$ cat config.mk
export PLATFORM = sky130hd
export DESIGN_NAME = pwr_mode_ctl
export DESIGN_NICKNAME = d
export VERILOG_FILES = /design/src/rtl/pwr_mode_ctl.sv
export SDC_FILE = /design/constraint.sdc
export NUM_CORES = 1
export LEC_CHECK = 0
export BUFFER_PORTS_ARGS = -buffer_cell sky130_fd_sc_hd__buf_2
export CAP_MARGIN = 20
export CORE_AREA = 2 2 39 41
export CTS_BUF_LIST = sky130_fd_sc_hd__clkbuf_4 sky130_fd_sc_hd__clkbuf_8
export CTS_CLUSTER_DIAMETER = 50
export CTS_CLUSTER_SIZE = 10
export DETAILED_ROUTE_END_ITERATION = 12
export DIE_AREA = 0 0 41 43
export MAX_ROUTING_LAYER = met4
export PLACE_DENSITY = 0.77
export RECOVER_POWER = 25
export SYNTH_ARGS = -nofsm -noshare
export SYNTH_HDL_FRONTEND = slang
export SYNTH_SLANG_ARGS = --single-unit
export TNS_END_PERCENT = 10
$ cat constraint.sdc
create_clock -name clk -period 1.7 [get_ports clk]
set_clock_uncertainty 0.15 [all_clocks]
set_input_delay 0 -clock clk [delete_from_list [all_inputs] [get_ports clk]]
set_output_delay 0 -clock clk [all_outputs]
set_load 0.1 [all_outputs]
$ cat src/rtl/pwr_mode_ctl.sv
module pwr_mode_ctl #(
  parameter logic [7:0] ADDR = 8'h87
) (
  input  logic       clk,
  input  logic       rst_n,
  input  logic       sfr_we,
  input  logic [7:0] sfr_addr,
  input  logic [7:0] sfr_wdata,
  output logic [7:0] sfr_rdata,
  input  logic       irq,
  input  logic       ext_code,
  input  logic       ale_core,
  input  logic       psen_core,
  input  logic       wdt_strobe,
  output logic       wdt_load,
  output logic       wdt_reject,
  output logic       ale,
  output logic       psen,
  output logic       p0_float,
  output logic       p2_addr,
  output logic       idle,
  output logic       pdown,
  output logic       smod,
  output logic       aux_ram_off
);
  localparam int B_PD  = 1;
  localparam int B_IDL = 0;
  localparam int B_WLE = 4;
  localparam int B_RFI = 5;

  logic [7:0] pcon;
  logic       hit, wr;

  assign hit   = (sfr_addr == ADDR);
  assign pdown = pcon[B_PD];
  assign idle  = pcon[B_IDL] & ~pcon[B_PD];
  assign wr    = sfr_we & hit & ~(idle | pdown);

  assign wdt_load   = wdt_strobe & pcon[B_WLE];
  assign wdt_reject = wdt_strobe & ~pcon[B_WLE];

  always_ff @(posedge clk) begin
    if (!rst_n) begin
      pcon <= 8'h00;
    end else if (wr) begin
      pcon <= sfr_wdata;
    end else begin
      if (wdt_load) pcon[B_WLE] <= 1'b0;
      if (idle && irq) pcon[B_IDL] <= 1'b0;
    end
  end

  assign sfr_rdata   = hit ? pcon : 8'h00;
  assign smod        = pcon[7];
  assign aux_ram_off = pcon[6];

  always_comb begin
    if (pdown) begin
      ale = 1'b0;
      psen = 1'b0;
    end else if (idle) begin
      ale = 1'b1;
      psen = 1'b1;
    end else begin
      ale = pcon[B_RFI] ? 1'b0 : ale_core;
      psen = psen_core;
    end
  end

  assign p0_float = (idle | pdown) & ext_code;
  assign p2_addr  = ext_code & ~pdown;
endmodule


After elaboration in Yosys (flattened, before gate mapping)
Index checks and enable logic that the tools add are counted.
{"block": "word_totals", "out_inout_bits": 18, "mem_bits_rw": 0, "mem_count": 0, "wordCells": 28, "romBits": 0, "ff_bits": 8, "inputBits": 24, "latch_bits": 0}
{"block": "classes", "n_bitwise": 11, "n_eq_ne": 1, "add_sub_neg": 0, "n_div": 0, "n_lt_le_gt_ge": 0, "n_reduce_logical": 3, "shift": 0, "n_mux": 10, "n_mul": 0}
{"cell": "1-bit 2-to-1 mux", "n": 9}
{"cell": "8-bit equality test, second input constant", "n": 1}
{"cell": "8-bit 2-to-1 mux", "n": 1}
{"cell": "1-bit AND", "n": 7}
{"cell": "2-bit nonzero test", "n": 2}
{"cell": "1-bit NOT", "n": 3}
{"cell": "1-bit logical AND", "n": 1}
{"cell": "1-bit bitwise OR", "n": 1}

Logic depth before layout (Yosys ltp)
Gate-level depths: netlist (run 1).
{"block": "logic_depth", "word_depth": 6, "mapped_depth": 3}

Worst setup path before layout (run 1)
OpenSTA, ideal clock, no wires.
{"block": "synth_path", "path_type": "flip-flop to output port", "from": "reg pcon[1]", "to": "out sfr_rdata[1]", "stages_incl_launch_ff": 3, "t_required_ns": 1.550, "n_path_buf": 0, "arrival_time_ns": 4.118, "path_slack_ns": -2.568, "path_cell_list": "dfxtp_1 inv_1 nor4_1"}
{"block": "synth_between", "elab_chain_len": 1}
{"element": "start, declared", "line_no": "31", "source": "logic [7:0] pcon;"}
{"element": "start signal, assigned", "line_no": "46", "source": "pcon <= sfr_wdata;"}
{"element": "8-bit 2-to-1 mux", "line_no": "53", "source": "assign sfr_rdata = hit ? pcon : 8'h00;"}
{"element": "end, declared", "line_no": "9", "source": "output logic [7:0] sfr_rdata,"}
Every way passes these cells.

==> flow_summary.json, run 1 <==
{
  "drt_iter0_markers": 4,
  "ctsHtreeMaxLevel": 1,
  "synthFlopType": "dfxtp_1",
  "regMostFlops": "pcon",
  "cts_setup_buffers": 0,
  "synth_edf_count": 0,
  "reg2regPathDepth": 4,
  "synth-seq-area-share_pct": 33.68,
  "fp.dieH_microns": 43,
  "grt-ovfl-total": 0,
  "final_cell_mix": "29 x buf_2, 17 x dlygate4sd3_1, 13 x nand2_1",
  "hold_violations": 0,
  "vdd_drop_max_uv": 500.2,
  "path_buf_inv": 3,
  "cpLargestDelayFamily": "buffers and inverters",
  "placed_area_sq_um": 883.3,
  "stdcell_area_sq_um": 1069,
  "p_sw_mw": 0.1491,
  "p_int_mw": 0.3504,
  "port_buffers": 41,
  "start_util_pct": 34.36,
  "cts_max_path_buffers": 2,
  "finish.utilization_pct": 77.22,
  "antenna_cells": 0,
  "cts.root.buffer_cell": "clkbuf_4",
  "syn_area_per_cell_sq_um": 8.341,
  "seqPwrFrac_pct": 37.3,
  "drt_first_pass_iters": 4,
  "largestRegisters": "pcon x8",
  "fp.coreArea_sq_um": 1384,
  "tritoncts": "built",
  "die_area_sq_um": 1763,
  "grt_pass1_vias": 594,
  "syn_to_final_growth_pct": 124.7,
  "path_cells": "dlygate4sd3_1, buf_2, nand2_1, dlygate4sd3_1, mux2i_1",
  "crit_type": "input pin to flop",
  "cp-end-kind": "flop",
  "leakage_nw": 0.4856,
  "path_clk_slew_ns": 0.07,
  "max-slew-margin-rel_pct": 64.03,
  "p_clk_share_pct": 36.8,
  "post-route-drc-count": 0,
  "dp_hpwl_microns": 1126,
  "ant_nets": 0,
  "fin_crit_sh_pct": 92.40,
  "fmax_mhz": 636.6,
  "hold-path-cell-count": 5,
  "arrival_ns": 1.62,
  "drive_gt1_share_pct": 48.36,
  "synth_cell_types": 20,
  "max_cap_violations": 0,
  "clkSinkCount": 8,
  "async_flop_share_pct": 0,
  "detail_route.wirelength_microns": 1714,
  "r2r_slack_ns": 0.14,
  "dp.cells": 117,
  "power_density_nw_per_um2": 467.4,
  "comb_power_share_pct": 25.9,
  "grt_max_degree": 17,
  "die_width_microns": 41,
  "worst_slack_ns": 0.1292,
  "max_stage_delay_ns": 0.57,
  "place_ws_ns": 0.1694,
  "grt_pass1_wl_microns": 2477,
  "crit_path_frequent_cell": "dlygate4sd3_1",
  "cts_made_buffers": 3,
  "final_nets": 147,
  "placementRows": 14,
  "io_pins": 42,
  "cp_slowest_cell": "dlygate4sd3_1",
  "vias": 665,
  "largest_register_ffs": 8,
  "worstMarginPinSlew_ns": 0.5419,
  "rsz0062_at_grt": "false",
  "clkLatencyLatePin_ns": 0.27,
  "track_usage_pct": 21.47,
  "finalCriticalPeriod_ns": 1.571,
  "drv_slew": 0,
  "crit_path_start_kind": "input pin",
  "netSwitchingFraction_pct": 29.85,
  "hp-class": "input pin to flop",
  "syn_nets": 81,
  "final_common_cell": "buf_2",
  "stdcell_count": 138,
  "finalSetupViolCount": 0,
  "avgRoutedWirePerCell_microns": 12.42,
  "routabilityCongestion": 0.6864,
  "status": "completed",
  "netlist_area_sq_um": 475.5,
  "antenna_found_initial": 0,
  "yosys_warnings": 0,
  "crit_fanout": 16,
  "path_depth": 5,
  "synthCells": 57,
  "ys_seq_elements": 8,
  "via_per_inst": 4.819,
  "cp_data_required_time_ns": 1.74
}
tightest hold or removal path, cell delays in order:
cell and delay (ns):
buf_2 0.07, or2_2 0.19, nor4_4 0.07, buf_4 0.16, mux2i_1 0.13
layout make-up:
| cell class | count | area, sq um |
|---|---|---|
| inverters | 2 | 7.507 |
| multi-input cells | 46 | 336.6 |
| flip-flops and latches | 8 | 163.9 |
| repair buffers | 62 | 510.5 |
| clock buffers | 4 | 30.03 |
| well taps | 16 | 20.02 |
| fillers | 100 | 315.3 |
worst paths after layout:
check,startpoint,end
max,rst_n,pcon[5]
min,sfr_addr[4],pcon[6]
max reg2reg,pcon[1],pcon[5]
min reg2reg,pcon[3],pcon[3]
metrics by stage:
step / hold slack (ns) / setup TNS (ns) / power (mW)
2_1_floorplan: -0.01576 / -1.029 / 0.2536
3_3_place_gp: 0.07630 / 0 / 0.2870
3_5_place_dp: 0.08800 / 0 / 0.2887
4_1_cts: 0.2438 / 0 / 0.4968
5_1_grt: 0.2861 / 0 / 0.5151
6_report: 0.2518 / 0 / 0.4994
cell usage after synthesis (all sizes together) (2+ instances only):
| master | count | area share (%) |
|---|---|---|
| a21oi | 2 | 2.1 |
| and2 | 8 | 11 |
| and2b | 2 | 3.7 |
| dfxtp | 8 | 34 |
| inv | 2 | 1.6 |
| mux2i | 6 | 13 |
| nand2 | 13 | 10 |
| nor2 | 3 | 2.4 |
| nor4 | 3 | 7.1 |
power by group through the flow:
stage               Sequential [mW]  Clock [mW]  Combinational (mW)
global route                  0.186       0.192               0.137
global placement              0.190           0              0.0966
finish                        0.186       0.184               0.129
CTS                           0.186       0.182               0.128
detailed placement            0.190           0              0.0982
floorplan                     0.191           0              0.0626
routing by layer:
layer | GRT usage, % | share of wire (%) | vias to the layer above
li1 | - | - | 326
met3 | 5.236 | 7.4 | 8
met1 | 21.10 | 39 | 297
met4 | 8.000 | 2.2 | 0
met2 | 37.81 | 52 | 34
met5 | - | 0 | -
timing repair:
item,CTS,global route
resized for setup,0,0
hold endpoints to repair,8,0
hold buffers,17,0
cell families (layout without fill, tap and decap cells):
logic type,Yosys count,count (layout),share of synthesized area (%)
mux,6,6,12.63
simple gates,35,35,43.95
compound gates,5,5,7.370
flops,8,8,33.68
buf+inv,3,68,2.368
Note: power is estimated with default switching activity, not from simulation.
==> run 2: changes to the inputs <==
--- a/config.mk
+++ b/config.mk
@@ -5,16 +5,17 @@
 export SDC_FILE = /design/constraint.sdc
 export NUM_CORES = 1
 export LEC_CHECK = 0
+export ABC_AREA = 1
 export BUFFER_PORTS_ARGS = -buffer_cell sky130_fd_sc_hd__buf_2
 export CAP_MARGIN = 20
-export CORE_AREA = 2 2 39 41
+export CORE_MARGIN = 1.5
+export CORE_UTILIZATION = 39
 export CTS_BUF_LIST = sky130_fd_sc_hd__clkbuf_4 sky130_fd_sc_hd__clkbuf_8
 export CTS_CLUSTER_DIAMETER = 50
 export CTS_CLUSTER_SIZE = 10
 export DETAILED_ROUTE_END_ITERATION = 12
-export DIE_AREA = 0 0 41 43
 export MAX_ROUTING_LAYER = met4
-export PLACE_DENSITY = 0.77
+export PLACE_DENSITY = 0.81
 export RECOVER_POWER = 25
 export SYNTH_ARGS = -nofsm -noshare
 export SYNTH_HDL_FRONTEND = slang
==> flow_summary.json, run 2 <==
{
  "status": "completed",
  "reg2regPathDepth": 4,
  "cts_made_buffers": 3,
  "grt-ovfl-total": 0,
  "fmax_mhz": 597.8,
  "final_common_cell": "buf_2",
  "grt_pass1_vias": 672,
  "largestRegisters": "pcon x8",
  "final_cell_mix": "36 x buf_2, 25 x nand2_1, 23 x nor2_1",
  "crit_path_start_kind": "flop",
  "synth_most_common_cell": "nor2_1",
  "power_mw": 0.4553,
  "crit_path_end": "pcon[0]",
  "async_flop_share_pct": 0,
  "cts_max_path_buffers": 2,
  "largest_register_ffs": 8,
  "fin_crit_sh_pct": 98.40,
  "path_clk_slew_ns": 0.06,
  "antenna_cells": 0,
  "synthFlopType": "dfxtp_1",
  "post-route-drc-count": 0,
  "netlist_area_sq_um": 506.7,
  "track_usage_pct": 25.55,
  "detail_route.wirelength_microns": 1815,
  "die_area_sq_um": 1525,
  "netSwitchingFraction_pct": 30.76,
  "grt_max_degree": 9,
  "via_per_inst": 4.515,
  "grt_pass1_wl_microns": 2573,
  "p_int_mw": 0.3152,
  "finalCriticalPeriod_ns": 1.673,
  "r2r_end": "pcon[0]",
  "drt_first_pass_iters": 4,
  "synth_cell_types": 10,
  "fp.dieH_microns": 39.05,
  "dp.cells": 147,
  "power_density_nw_per_um2": 476.3,
  "finish.utilization_pct": 82.68,
  "drive_gt1_share_pct": 43.71,
  "cp_data_required_time_ns": 1.75,
  "io_pins": 42,
  "vdd_drop_max_uv": 350.6,
  "stdcell_count": 165,
  "drt_iter0_markers": 11,
  "final_nets": 177,
  "syn_area_per_cell_sq_um": 5.508,
  "ys_seq_elements": 8,
  "cp-end-kind": "flop",
  "ctsHtreeMaxLevel": 1,
  "synth-seq-area-share_pct": 31.60,
  "worstMarginPinSlew_ns": 0.5445,
  "antenna_found_initial": 0,
  "holdWs_ns": 0.1184,
  "comb_power_share_pct": 26.5,
  "syn_to_final_growth_pct": 88.64,
  "hp-class": "input pin to flop",
  "ys_top_cells_by_area": "dfxtp_1 32%, nor2_1 22%, nand2_1 19%",
  "finalSetupViolCount": 0,
  "p_clk_share_pct": 32.6,
  "synth_common_cells": "30 x nor2_1, 25 x nand2_1, 18 x inv_1",
  "max_cap_violations": 0,
  "synthCells": 92,
  "clkLatencyLatePin_ns": 0.25,
  "crit_type": "flop to flop",
  "use_met2_pct": 48.75,
  "p_sw_mw": 0.1400,
  "place_ws_ns": 0.3975,
  "die_width_microns": 39.05,
  "tritoncts": "built",
  "port_buffers": 41,
  "max-slew-margin-rel_pct": 63.86,
  "leakage_nw": 0.5485,
  "synth_top_area_share_pct": 31.60,
  "crit_fanout": 4,
  "crit_start": "pcon[1]",
  "routabilityCongestion": 0.7140,
  "worst_slack_ns": 0.02728,
  "avgRoutedWirePerCell_microns": 11.00,
  "fillers": 87,
  "synth_edf_count": 0,
  "ant_nets": 0,
  "syn_nets": 116,
  "yosysTopAreaCell": "dfxtp_1",
  "seqPwrFrac_pct": 41.0,
  "cts.root.buffer_cell": "clkbuf_4",
  "use_met1_pct": 25.26,
  "arrival_ns": 1.72,
  "yosys_warnings": 0,
  "drv_slew": 0,
  "vias": 745,
  "regMostFlops": "pcon",
  "hold_violations": 0,
  "placementRows": 12,
  "start_util_pct": 43.83,
  "hold-path-cell-count": 7,
  "r2r_slack_ns": 0.03,
  "use_met3_pct": 4.046,
  "fp.coreArea_sq_um": 1156,
  "r2r-start": "pcon[1]",
  "top_usage_layer": "met2",
  "clkSinkCount": 8,
  "dp_hpwl_microns": 1102
}
-- run 2: worst min-delay path by stage --
stage	slack, ns	startpoint	end
2_1_floorplan	-0.03	rst_n	pcon[4]
3_3_place_gp	0.07	sfr_wdata[3]	pcon[3]
3_5_place_dp	0.08	sfr_wdata[2]	pcon[2]
4_1_cts	0.11	sfr_addr[7]	pcon[2]
5_1_grt	0.16	sfr_addr[2]	pcon[2]
6_report	0.12	sfr_addr[7]	pcon[3]
-- run 2: power by group through the flow --
stage	clock (mW)	sequential, mW	combinational, mW
2_1_floorplan	0	0.193	0.0594
3_3_place_gp	0	0.192	0.0961
3_5_place_dp	0	0.192	0.0974
4_1_cts	0.147	0.188	0.115
5_1_grt	0.158	0.186	0.128
6_report	0.148	0.186	0.120
-- run 2: layout make-up --
class                   instances  area (sq um)  area share, %
clock buffers                   3         22.52          2.356
repair buffers                 56         347.8          36.39
flip-flops and latches          8         165.2          17.28
inverters                      20         75.07          7.853
well taps                      14         17.52          1.832
multi-input cells              64         327.8          34.29
-- run 2: logic make-up after synthesis --
logic type,Yosys count,share of synthesized area [%]
simple gates,60,49.63
compound gates,4,3.951
buf+inv,20,14.81
flops,8,31.60
-- run 2: what timing repair did --
action | in CTS | in global routing
setup buffers | 0 | 3
endpoints found under the setup margin | 0 | 2
endpoints found under the hold margin | 8 | 0
hold buffers | 12 | 0
resized for setup | 0 | 5
-- run 2: per-layer routing --
layer | share of wire, % | vias up | routed length [microns]
met5 | 0 | - | 0
li1 | - | 384 | -
met1 | 41 | 324 | 751
met4 | 0 | 0 | 0
met2 | 53 | 37 | 954
met3 | 6.0 | 0 | 109
-- run 2: worst max-delay path, cell delays in order, from the launching register on --
cell and delay (ns):
dfxtp_4 0.36, nor3b_4 0.27, nand3_2 0.15, a21oi_2 0.13, dlygate4sd3_1 0.54
-- run 2: stage by stage --
stage	area, sq um	setup TNS, ns
4_1_cts	920.9	0
2_1_floorplan	555.5	-0.9613
3_5_place_dp	778.2	0
3_3_place_gp	778.2	0
6_report	955.9	0
5_1_grt	955.9	-0.02455
